<file path="config.mk">
export PLATFORM = sky130hd
export DESIGN_NAME = decimal_acc_cpu
export DESIGN_NICKNAME = d
export VERILOG_FILES = /design/src/rtl/dac_pkg.sv /design/src/rtl/dac_mem.sv /design/src/rtl/dac_alu.sv /design/src/rtl/dac_dec.sv /design/src/rtl/decimal_acc_cpu.sv
export SDC_FILE = /design/constraint.sdc
export NUM_CORES = 1
export LEC_CHECK = 0
export BUFFER_PORTS_ARGS = -buffer_cell sky130_fd_sc_hd__buf_2
export CORE_ASPECT_RATIO = 0.5
export CORE_MARGIN = 1
export CORE_UTILIZATION = 35
export CTS_CLUSTER_SIZE = 20
export DETAILED_ROUTE_END_ITERATION = 8
export PLACE_DENSITY = 0.51
export SYNTH_ARGS = -nofsm -noshare
export SYNTH_HDL_FRONTEND = slang
export SYNTH_HIERARCHICAL = 1
export SYNTH_SLANG_ARGS = --single-unit
</file>
<file path="constraint.sdc">
create_clock -name clk -period 3.69 [get_ports clk]
set_input_delay 0.1845 -clock clk [delete_from_list [all_inputs] [get_ports clk]]
set_output_delay 0.1845 -clock clk [all_outputs]
set_load 0.05 [all_outputs]
</file>
<file path="src/rtl/dac_pkg.sv">
package dac_pkg;

  typedef enum logic [2:0] {
    S_IDLE,
    S_FETCH,
    S_DEC,
    S_EXEC,
    S_DATA,
    S_INW,
    S_OUTW,
    S_HALT
  } cpu_state_t;

  localparam logic [3:0] OP_HLT = 4'd0;
  localparam logic [3:0] OP_ADD = 4'd1;
  localparam logic [3:0] OP_SUB = 4'd2;
  localparam logic [3:0] OP_STA = 4'd3;
  localparam logic [3:0] OP_LDA = 4'd5;
  localparam logic [3:0] OP_BRZ = 4'd7;
  localparam logic [3:0] OP_BRP = 4'd8;
  localparam logic [3:0] OP_IO  = 4'd9;

  localparam int IO_IN  = 1;
  localparam int IO_OUT = 2;

endpackage

</file>
<file path="src/rtl/dac_mem.sv">
module dac_mem #(
  parameter int WORDS = 100,
  parameter int VW    = 10,
  parameter int AW    = 7
) (
  input  logic          clk,
  input  logic          we,
  input  logic [AW-1:0] addr,
  input  logic [VW-1:0] wdata,
  output logic [VW-1:0] rdata
);

  logic [VW-1:0] store [WORDS];

  // single port, read-before-write, registered read: block RAM friendly
  always_ff @(posedge clk) begin
    if (we) store[addr] <= wdata;
    rdata <= store[addr];
  end

endmodule

</file>
<file path="src/rtl/dac_alu.sv">
module dac_alu #(
  parameter int VW   = 10,
  parameter int VMOD = 1000
) (
  input  logic [VW-1:0] a,
  input  logic [VW-1:0] b,
  input  logic          sub,
  output logic [VW-1:0] res,
  output logic          borrow
);

  logic [VW:0] sum_w;

  always_comb begin
    sum_w  = {1'b0, a} + {1'b0, b};
    borrow = 1'b0;
    if (sub) begin
      if (a >= b) begin
        res = a - b;
      end else begin
        res    = VW'(VMOD) - b + a;
        borrow = 1'b1;
      end
    end else if (sum_w >= (VW+1)'(VMOD)) begin
      res = VW'(sum_w - (VW+1)'(VMOD));
    end else begin
      res = sum_w[VW-1:0];
    end
  end

endmodule

</file>
<file path="src/rtl/dac_dec.sv">
module dac_dec #(
  parameter int VW    = 10,
  parameter int AW    = 7,
  parameter int RADIX = 100,
  parameter int NOPS  = 10
) (
  input  logic [VW-1:0] word,
  output logic [3:0]    op,
  output logic [AW-1:0] adr
);

  int base;
  int rem;

  // the hundreds digit is found by threshold compares, with no divider
  always_comb begin
    op   = '0;
    base = 0;
    for (int k = 1; k < NOPS; k++) begin
      if (int'(word) >= k * RADIX) begin
        op   = 4'(k);
        base = k * RADIX;
      end
    end
    rem = int'(word) - base;
    adr = AW'(rem);
  end

endmodule

</file>
<file path="src/rtl/decimal_acc_cpu.sv">
module decimal_acc_cpu #(
  parameter int WORDS = 100,
  parameter int VMOD  = 1000,
  parameter int VW    = $clog2(VMOD),
  parameter int AW    = $clog2(WORDS)
) (
  input  logic          clk,
  input  logic          rst,
  input  logic          ld_en,
  input  logic [AW-1:0] ld_addr,
  input  logic [VW-1:0] ld_data,
  input  logic          start,
  input  logic [VW-1:0] in_data,
  input  logic          in_valid,
  output logic          in_ready,
  output logic [VW-1:0] out_data,
  output logic          out_valid,
  input  logic          out_ready,
  output logic          halted,
  output logic          error
);
  import dac_pkg::*;

  localparam int NOPS = VMOD / WORDS;
  localparam logic [AW-1:0] PC_LAST = AW'(WORDS - 1);

  cpu_state_t    state;
  logic [AW-1:0] pc;
  logic [VW-1:0] acc;
  logic          neg;
  logic [3:0]    op_q;
  logic [AW-1:0] adr_q;
  logic          halted_q, error_q, in_ready_q, out_valid_q;
  logic [VW-1:0] out_data_q;

  logic          m_we;
  logic [AW-1:0] m_addr;
  logic [VW-1:0] m_wd, m_rd;
  logic [3:0]    d_op;
  logic [AW-1:0] d_adr;
  logic [VW-1:0] alu_res;
  logic          alu_borrow;

  // memory port: load port while idle, otherwise counter or operand address
  always_comb begin
    m_we   = 1'b0;
    m_addr = pc;
    m_wd   = acc;
    if (state == S_IDLE) begin
      m_we   = ld_en;
      m_addr = ld_addr;
      m_wd   = ld_data;
    end else if (state == S_EXEC) begin
      m_addr = adr_q;
      m_we   = (op_q == OP_STA);
    end
  end

  dac_mem #(.WORDS(WORDS), .VW(VW), .AW(AW)) u_mem (
    .clk(clk), .we(m_we), .addr(m_addr), .wdata(m_wd), .rdata(m_rd)
  );

  dac_dec #(.VW(VW), .AW(AW), .RADIX(WORDS), .NOPS(NOPS)) u_dec (
    .word(m_rd), .op(d_op), .adr(d_adr)
  );

  dac_alu #(.VW(VW), .VMOD(VMOD)) u_alu (
    .a(acc), .b(m_rd), .sub(op_q == OP_SUB), .res(alu_res), .borrow(alu_borrow)
  );

  always_ff @(posedge clk) begin
    if (rst) begin
      state       <= S_IDLE;
      pc          <= '0;
      acc         <= '0;
      neg         <= 1'b0;
      op_q        <= '0;
      adr_q       <= '0;
      halted_q    <= 1'b0;
      error_q     <= 1'b0;
      in_ready_q  <= 1'b0;
      out_valid_q <= 1'b0;
      out_data_q  <= '0;
    end else begin
      case (state)
        S_IDLE:  if (start && !ld_en) state <= S_FETCH;
        S_FETCH: state <= S_DEC;
        S_DEC: begin
          op_q  <= d_op;
          adr_q <= d_adr;
          pc    <= (pc == PC_LAST) ? '0 : pc + 1'b1;
          state <= S_EXEC;
        end
        S_EXEC: begin
          state <= S_FETCH;
          case (op_q)
            OP_HLT: begin
              halted_q <= 1'b1;
              state    <= S_HALT;
            end
            OP_ADD, OP_SUB, OP_LDA: state <= S_DATA;
            OP_STA: ;
            OP_BRZ: if (acc == '0) pc <= adr_q;
            OP_BRP: if (!neg) pc <= adr_q;
            OP_IO: begin
              if (int'(adr_q) == IO_IN) begin
                in_ready_q <= 1'b1;
                state      <= S_INW;
              end else if (int'(adr_q) == IO_OUT) begin
                out_valid_q <= 1'b1;
                out_data_q  <= acc;
                state       <= S_OUTW;
              end else begin
                halted_q <= 1'b1;
                error_q  <= 1'b1;
                state    <= S_HALT;
              end
            end
            default: begin
              halted_q <= 1'b1;
              error_q  <= 1'b1;
              state    <= S_HALT;
            end
          endcase
        end
        S_DATA: begin
          state <= S_FETCH;
          if (op_q == OP_LDA) begin
            acc <= m_rd;
            neg <= 1'b0;
          end else begin
            acc <= alu_res;
            if (op_q == OP_ADD) neg <= 1'b0;
            else if (alu_borrow) neg <= 1'b1;
          end
        end
        S_INW: if (in_valid) begin
          acc        <= (int'(in_data) >= VMOD) ? in_data - VW'(VMOD) : in_data;
          neg        <= 1'b0;
          in_ready_q <= 1'b0;
          state      <= S_FETCH;
        end
        S_OUTW: if (out_ready) begin
          out_valid_q <= 1'b0;
          state       <= S_FETCH;
        end
        default: state <= S_HALT;
      endcase
    end
  end

  assign in_ready  = in_ready_q;
  assign out_valid = out_valid_q;
  assign out_data  = out_data_q;
  assign halted    = halted_q;
  assign error     = error_q;

  AST_HALT_STICKY: assert property (@(posedge clk) disable iff (rst)
    halted |=> halted);
  AST_ERROR_HALTS: assert property (@(posedge clk) disable iff (rst)
    error |-> halted);
  AST_OUT_HOLD: assert property (@(posedge clk) disable iff (rst)
    (out_valid && !out_ready) |=> (out_valid && $stable(out_data)));
  AST_IN_HOLD: assert property (@(posedge clk) disable iff (rst)
    (in_ready && !in_valid) |=> in_ready);
  AST_IO_EXCLUSIVE: assert property (@(posedge clk) disable iff (rst)
    !(in_ready && out_valid));
  AST_ACC_RANGE: assert property (@(posedge clk) disable iff (rst)
    int'(acc) < VMOD);
  AST_PC_RANGE: assert property (@(posedge clk) disable iff (rst)
    int'(pc) < WORDS);

endmodule

</file>
==> results.json, run 1 <==
{
  "final_cell_mix": "1,000 x edfxtp_1, 379 x buf_4, 233 x nor2_1",
  "seq_area_frac_synth_pct": 70.2,
  "vias_per_cell": 5.89,
  "setup_viol": 0,
  "fill_cells": 11240,
  "rows": 91,
  "crit_type": "flop to flop",
  "io_buffers": 46,
  "final_cell_area_sq_um": 53100,
  "rr_startpoint": "state[2]",
  "fin_crit_sh_pct": 98.9,
  "cts_sinks": 1056,
  "power.internal_mw": 30.6,
  "wire_per_inst_microns": 30.7,
  "antenna_found_initial": 5,
  "first_pass_iters": 9,
  "area_growth_pct": 19.6,
  "crit_path_max_fanout": 11,
  "synth_enable_flop_cells": 1000,
  "outcome": "complete, but fails checks",
  "seqCellArea_sq_um": 31100,
  "r2r_slack_ns": 0.04,
  "synth_area_leaders": "edfxtp_1 68%, a221oi_1 3.1%, mux2i_1 2.8%",
  "drtIter0Drc": 4039,
  "die_area_sq_um": 128000,
  "syn_avg_cell_area_sq_um": 15.0,
  "worstSetupEndpoint": "u_mem/rdata[1]",
  "power_frac_comb_pct": 49.7,
  "peakVddDrop_mv": 0.609,
  "netlist.area_leader.share_pct": 67.7,
  "finalHoldViolCount": 0,
  "yosysTopAreaCell": "edfxtp_1",
  "p_leak_nw": 17.8,
  "die_x_microns": 505,
  "ys_seq_elements": 1056,
  "worst_pin_slew_ns": 0.956,
  "fin_crit_ns": 3.65,
  "final_common_cell": "edfxtp_1",
  "start_kind": "flop",
  "grt.overflow.total": 0,
  "cts_buffers": 101,
  "vias": 29939,
  "final_util_pct": 42.6,
  "drc": 7,
  "rsz0062_at_grt": "true",
  "worstReg2RegEnd": "u_mem/rdata[1]",
  "ys_types": 110,
  "synth_area_sq_um": 44300,
  "yosys_most_used_dff": "edfxtp_1",
  "dr_wl_met3_mm": 15.4,
  "m1WireLength_mm": 67.1,
  "grt_pass1_wl_mm": 217,
  "power_frac_seq_pct": 30.6,
  "place_area_sq_um": 49300,
  "syn_inst": 2949,
  "p_sw_share_pct": 42.0,
  "ant_nets": 0,
  "drive_above_1_share_pct": 23.0,
  "postSynth.asyncResetShare_pct": 0,
  "top_layer_used": "met4",
  "maxCapViolCount": 0,
  "core-area_sq_um": 124000,
  "io_pins": 47,
  "cp-end-kind": "flop",
  "clkTransAtPathRegs_ns": 0.07,
  "clock_skew_ns": 0.0502,
  "power_frac_clock_pct": 19.8,
  "grt_pass1_vias": 28365,
  "cp.arrival_ns": 4.33,
  "cts_tree": "yes",
  "worstSetupStartpoint": "state[2]",
  "pwr_density_cell_nw_per_um2": 995,
  "clkLatencyLatePin_ns": 0.74,
  "initial_utilization_pct": 35.6,
  "cts_buffer_depth": 3,
  "hp-class": "input pin to flop",
  "totalWireLength_mm": 156,
  "violations": "design-rule violations",
  "switchingPower_mw": 22.2,
  "finalNetCount": 3406,
  "die_h_microns": 254,
  "clock-root-buffer": "clkbuf_16",
  "cp.required_ns": 4.37,
  "syn_nets": 3028,
  "slew-limit-headroom_pct": 36.3,
  "wl_met2_mm": 69.9,
  "max_freq_ghz": 0.274,
  "reg2regPathDepth": 14,
  "grt.total_usage_pct": 23.9,
  "multiInputGateArea_sq_um": 12100,
  "hpwl_mm": 104,
  "yosysWarnings": 6,
  "gp_congestion": 0.919,
  "grt_max_degree": 101,
  "ctsHtreeMaxLevel": 3,
  "slew_violations": 0
}
## per-stage QoR
step	hold WS [ns]	cells	worst slack (ns)	total power [mW]	TNS (ns)
5_1_grt	0.159	5087	-0.0542	54.4	-0.102
6_report	0.118	5087	0.0395	52.8	0
4_1_cts	0.0706	5076	0.0332	52.1	0
3_3_place_gp	0.432	4869	-0.215	41.5	-0.341
2_1_floorplan	0.281	2949	0.157	29.2	0
3_5_place_dp	0.445	4869	-0.221	41.5	-0.389
## per-layer routing
layer,track usage [%],vias up
li1,-,12542
met1,33.9,15498
met2,36.9,1668
met3,5.39,231
met4,6.44,0
met5,0,-
## timing repair
action | in CTS | in global routing
setup buffers | 6 | 8
hold buffers | 13 | 0
endpoints found under the setup margin | 5 | 139
gates resized for setup | 4 | 26
pin swaps | 1 | 6
hold endpoints to repair | 15 | 0
cloned | 0 | 2
## sequential cells by signal (all words and copies together), names as in the netlist
signal	flops
error	1
u_mem/store	1000
state	3
pc	7
op_q	4
adr_q	7
acc	10
out_valid	1
out_data	10
halted	1
u_mem/rdata	10
neg	1
in_ready	1
## worst min path at each step
| stage | start | to | slack, ns | depth (start not counted) |
|---|---|---|---|---|
| after floorplan | in_valid | in_ready | 0.28 | 1 |
| after global placement | in_valid | in_ready | 0.43 | 2 |
| after detailed placement | out_data[8] | out_data[8] | 0.44 | 2 |
| after CTS | rst | acc[1] | 0.07 | 2 |
| after global routing | rst | acc[2] | 0.16 | 2 |
| final | rst | acc[1] | 0.12 | 2 |
## layout make-up
class,instances,area share [%]
repair buffers,487,7.90
inverters,58,0.420
well taps,1674,3.95
multi-input cells,1623,22.9
clock inverters,62,1.03
clock buffers,126,5.14
flip-flops and latches,1056,58.7
diodes,1,0.00472
## worst max-delay path, stage by stage, from the launching register on
cell      delay (ns)
dfxtp_1         0.32
buf_4           0.17
nor3_4          0.27
buf_4           0.18
a21oi_4         0.04
buf_12          0.14
a21o_2          0.27
buf_4           0.17
nor2_2          0.53
buf_4           0.30
a221oi_1        0.10
o22ai_1         0.33
nand2_1         0.12
a21oi_2         0.47
or4_1           0.21
## cell usage after synthesis (all sizes together) (9+ instances only)
master  count
ha         39
a221oi    160
and3b       9
o21ai      94
a221o      17
a22o       43
nor2      240
o22a       16
clkbuf     71
nand2     145
dfxtp      56
mux2       42
a21oi     122
o221ai     27
edfxtp   1000
a31oi      17
nand3      12
a21o        9
a22oi     115
mux2i     126
nor3       36
xnor2      24
o211ai     13
mux4       31
nand2b     20
o31ai      11
nor2b      32
inv        58
o22ai      41
a211oi     26
buf       142
## kinds of logic after synthesis
| group | Yosys count | share of synthesized area, % |
|---|---|---|
| xor+xnor | 27 | 0.592 |
| mux | 199 | 5.51 |
| flops | 1056 | 70.2 |
| fa+ha+maj | 46 | 1.42 |
| compound gates | 792 | 13.4 |
| simple gates | 558 | 5.88 |
| buf+inv | 271 | 2.99 |
## power groups by stage
stage / Clock (mW) / Combinational, mW / Sequential [mW]
floorplan: 0 / 12.9 / 16.4
global placement: 0 / 25.1 / 16.4
detailed placement: 0 / 25.2 / 16.4
CTS: 10.6 / 25.4 / 16.1
global route: 11.0 / 27.3 / 16.2
finish: 10.4 / 26.2 / 16.1
Power figures use the tool's default switching activity.
==> run 2: changes to the inputs <==
--- a/config.mk
+++ b/config.mk
@@ -12,6 +12,7 @@
 export CTS_CLUSTER_SIZE = 20
 export DETAILED_ROUTE_END_ITERATION = 8
 export PLACE_DENSITY = 0.51
+export SETUP_SLACK_MARGIN = 0.15
 export SYNTH_ARGS = -nofsm -noshare
 export SYNTH_HDL_FRONTEND = slang
 export SYNTH_HIERARCHICAL = 1
==> run 2 against run 1 <==
Effect of this change:
- the run still ends with design-rule violations left
- non-clock buffer count is 14 higher
- utilization is 0.25 points higher
- die area stayed put
- critical path depth is 2 lower
- total power is 0.99% higher
- cell count is 0.31% higher
- sequential share of layout area is 0.33 points lower
- clock-buffer cell count stayed put
==> results.json, run 2 (synthesis gave the netlist of run 1 again) <==
{
  "crit_type": "flop to flop",
  "finalHoldViolCount": 0,
  "first_pass_iters": 7,
  "cts_buffers": 101,
  "core-area_sq_um": 124000,
  "io_pins": 47,
  "cp.required_ns": 4.29,
  "cts_sinks": 1056,
  "fin_crit_sh_pct": 95.9,
  "start_kind": "flop",
  "vias_per_cell": 5.84,
  "cts_buffer_depth": 3,
  "clock-root-buffer": "clkbuf_16",
  "grt_pass1_vias": 28442,
  "io_buffers": 46,
  "grt.total_usage_pct": 23.9,
  "final_util_pct": 42.9,
  "outcome": "complete, but fails checks",
  "finalNetCount": 3420,
  "largest_register_ff_count": 1000,
  "seqCellArea_sq_um": 31200,
  "gp_congestion": 0.919,
  "multiInputGateArea_sq_um": 12300,
  "ant_nets": 0,
  "rows": 91,
  "final_cell_area_sq_um": 53400,
  "wire_per_inst_microns": 30.8,
  "drc": 12,
  "drive_above_1_share_pct": 24.0,
  "maxCapViolCount": 0,
  "hpwl_mm": 104,
  "place_area_sq_um": 49300,
  "totalWireLength_mm": 157,
  "peakVddDrop_mv": 0.598,
  "slew_violations": 0,
  "cp-end-kind": "flop",
  "die_h_microns": 254,
  "crit_path_max_fanout": 11,
  "pwr_density_cell_nw_per_um2": 999,
  "cp.arrival_ns": 4.14,
  "regMostFlops": "u_mem/store",
  "power.total_mw": 53.3,
  "area_growth_pct": 20.3,
  "antenna_found_initial": 7,
  "cts_tree": "yes",
  "fin_crit_ns": 3.54,
  "vias": 29807,
  "hp-class": "input pin to flop",
  "die_area_sq_um": 128000,
  "clkLatencyLatePin_ns": 0.74,
  "die_x_microns": 505,
  "violations": "design-rule violations",
  "clkTransAtPathRegs_ns": 0.07,
  "grt.overflow.total": 0,
  "final_common_cell": "edfxtp_1",
  "p_leak_nw": 17.9,
  "ctsHtreeMaxLevel": 3,
  "setup_viol": 0,
  "grt_max_degree": 101,
  "clock_skew_ns": 0.0462,
  "final_cell_mix": "1,000 x edfxtp_1, 386 x buf_4, 231 x nor2_1",
  "rsz0062_at_grt": "true",
  "grt_pass1_wl_mm": 218,
  "drtIter0Drc": 3792,
  "initial_utilization_pct": 35.6,
  "max_freq_ghz": 0.283,
  "slew-limit-headroom_pct": 35.0,
  "fill_cells": 11222,
  "worst_pin_slew_ns": 0.975
}
## run 2: power breakdown
part           total (mW)  switching (mW)  internal, mW
logic                26.8            17.4          9.35
clock network        10.4            4.67          5.74
registers            16.1           0.338          15.8
## run 2: final cells by class
type / count / area share (%)
clock inverters: 62 / 1.02
repair buffers: 501 / 8.16
flip-flops and latches: 1056 / 58.4
well taps: 1674 / 3.93
inverters: 58 / 0.422
diodes: 3 / 0.0141
clock buffers: 126 / 5.11
multi-input cells: 1623 / 23.0
## run 2: path summary, 6_finish.rpt
path              cells after the start             end  slack, ns         from
setup / recovery                     12  u_mem/rdata[1]       0.15     state[2]
hold / removal                        2          acc[1]       0.13          rst
setup reg to reg                     12  u_mem/rdata[1]       0.15     state[2]
hold reg to reg                       2     out_data[8]       0.45  out_data[8]
## run 2: stage by stage
| step | worst slack, ns | TNS [ns] | std cells | hold slack, ns |
|---|---|---|---|---|
| 2_1_floorplan | 0.157 | 0 | 2949 | 0.281 |
| 3_3_place_gp | -0.215 | -0.341 | 4869 | 0.432 |
| 3_5_place_dp | -0.221 | -0.389 | 4869 | 0.445 |
| 4_1_cts | 0.0897 | 0 | 5081 | 0.0706 |
| 5_1_grt | -0.0318 | -0.0318 | 5101 | 0.159 |
| 6_report | 0.151 | 0 | 5103 | 0.131 |
## run 2: routing by layer
| layer | up-vias | part of all wire [%] | track usage [%] |
|---|---|---|---|
| met5 | - | 0.0070 | 0 |
| met4 | 2 | 2.6 | 6.58 |
| met3 | 239 | 9.7 | 5.24 |
| met2 | 1613 | 45 | 36.8 |
| met1 | 15376 | 43 | 34.0 |
| li1 | 12577 | - | - |
## run 2: repair_timing
action | in CTS | in global routing
setup endpoints to repair | 102 | 232
gates cloned | 0 | 4
resized for setup | 14 | 54
setup buffers | 11 | 15
pin swaps | 3 | 8
hold endpoints to repair | 15 | 0
hold buffers | 13 | 0
## run 2: critical path: stages (launching register included)
cell and delay [ns]:
dfxtp_1 0.32, buf_4 0.17, nor3_4 0.29, buf_4 0.18, a21oi_4 0.04, a21o_4 0.28, and2b_4 0.26, buf_4 0.21
a221oi_1 0.43, o22ai_1 0.15, a32oi_1 0.24, nand4_1 0.33, or4_1 0.51
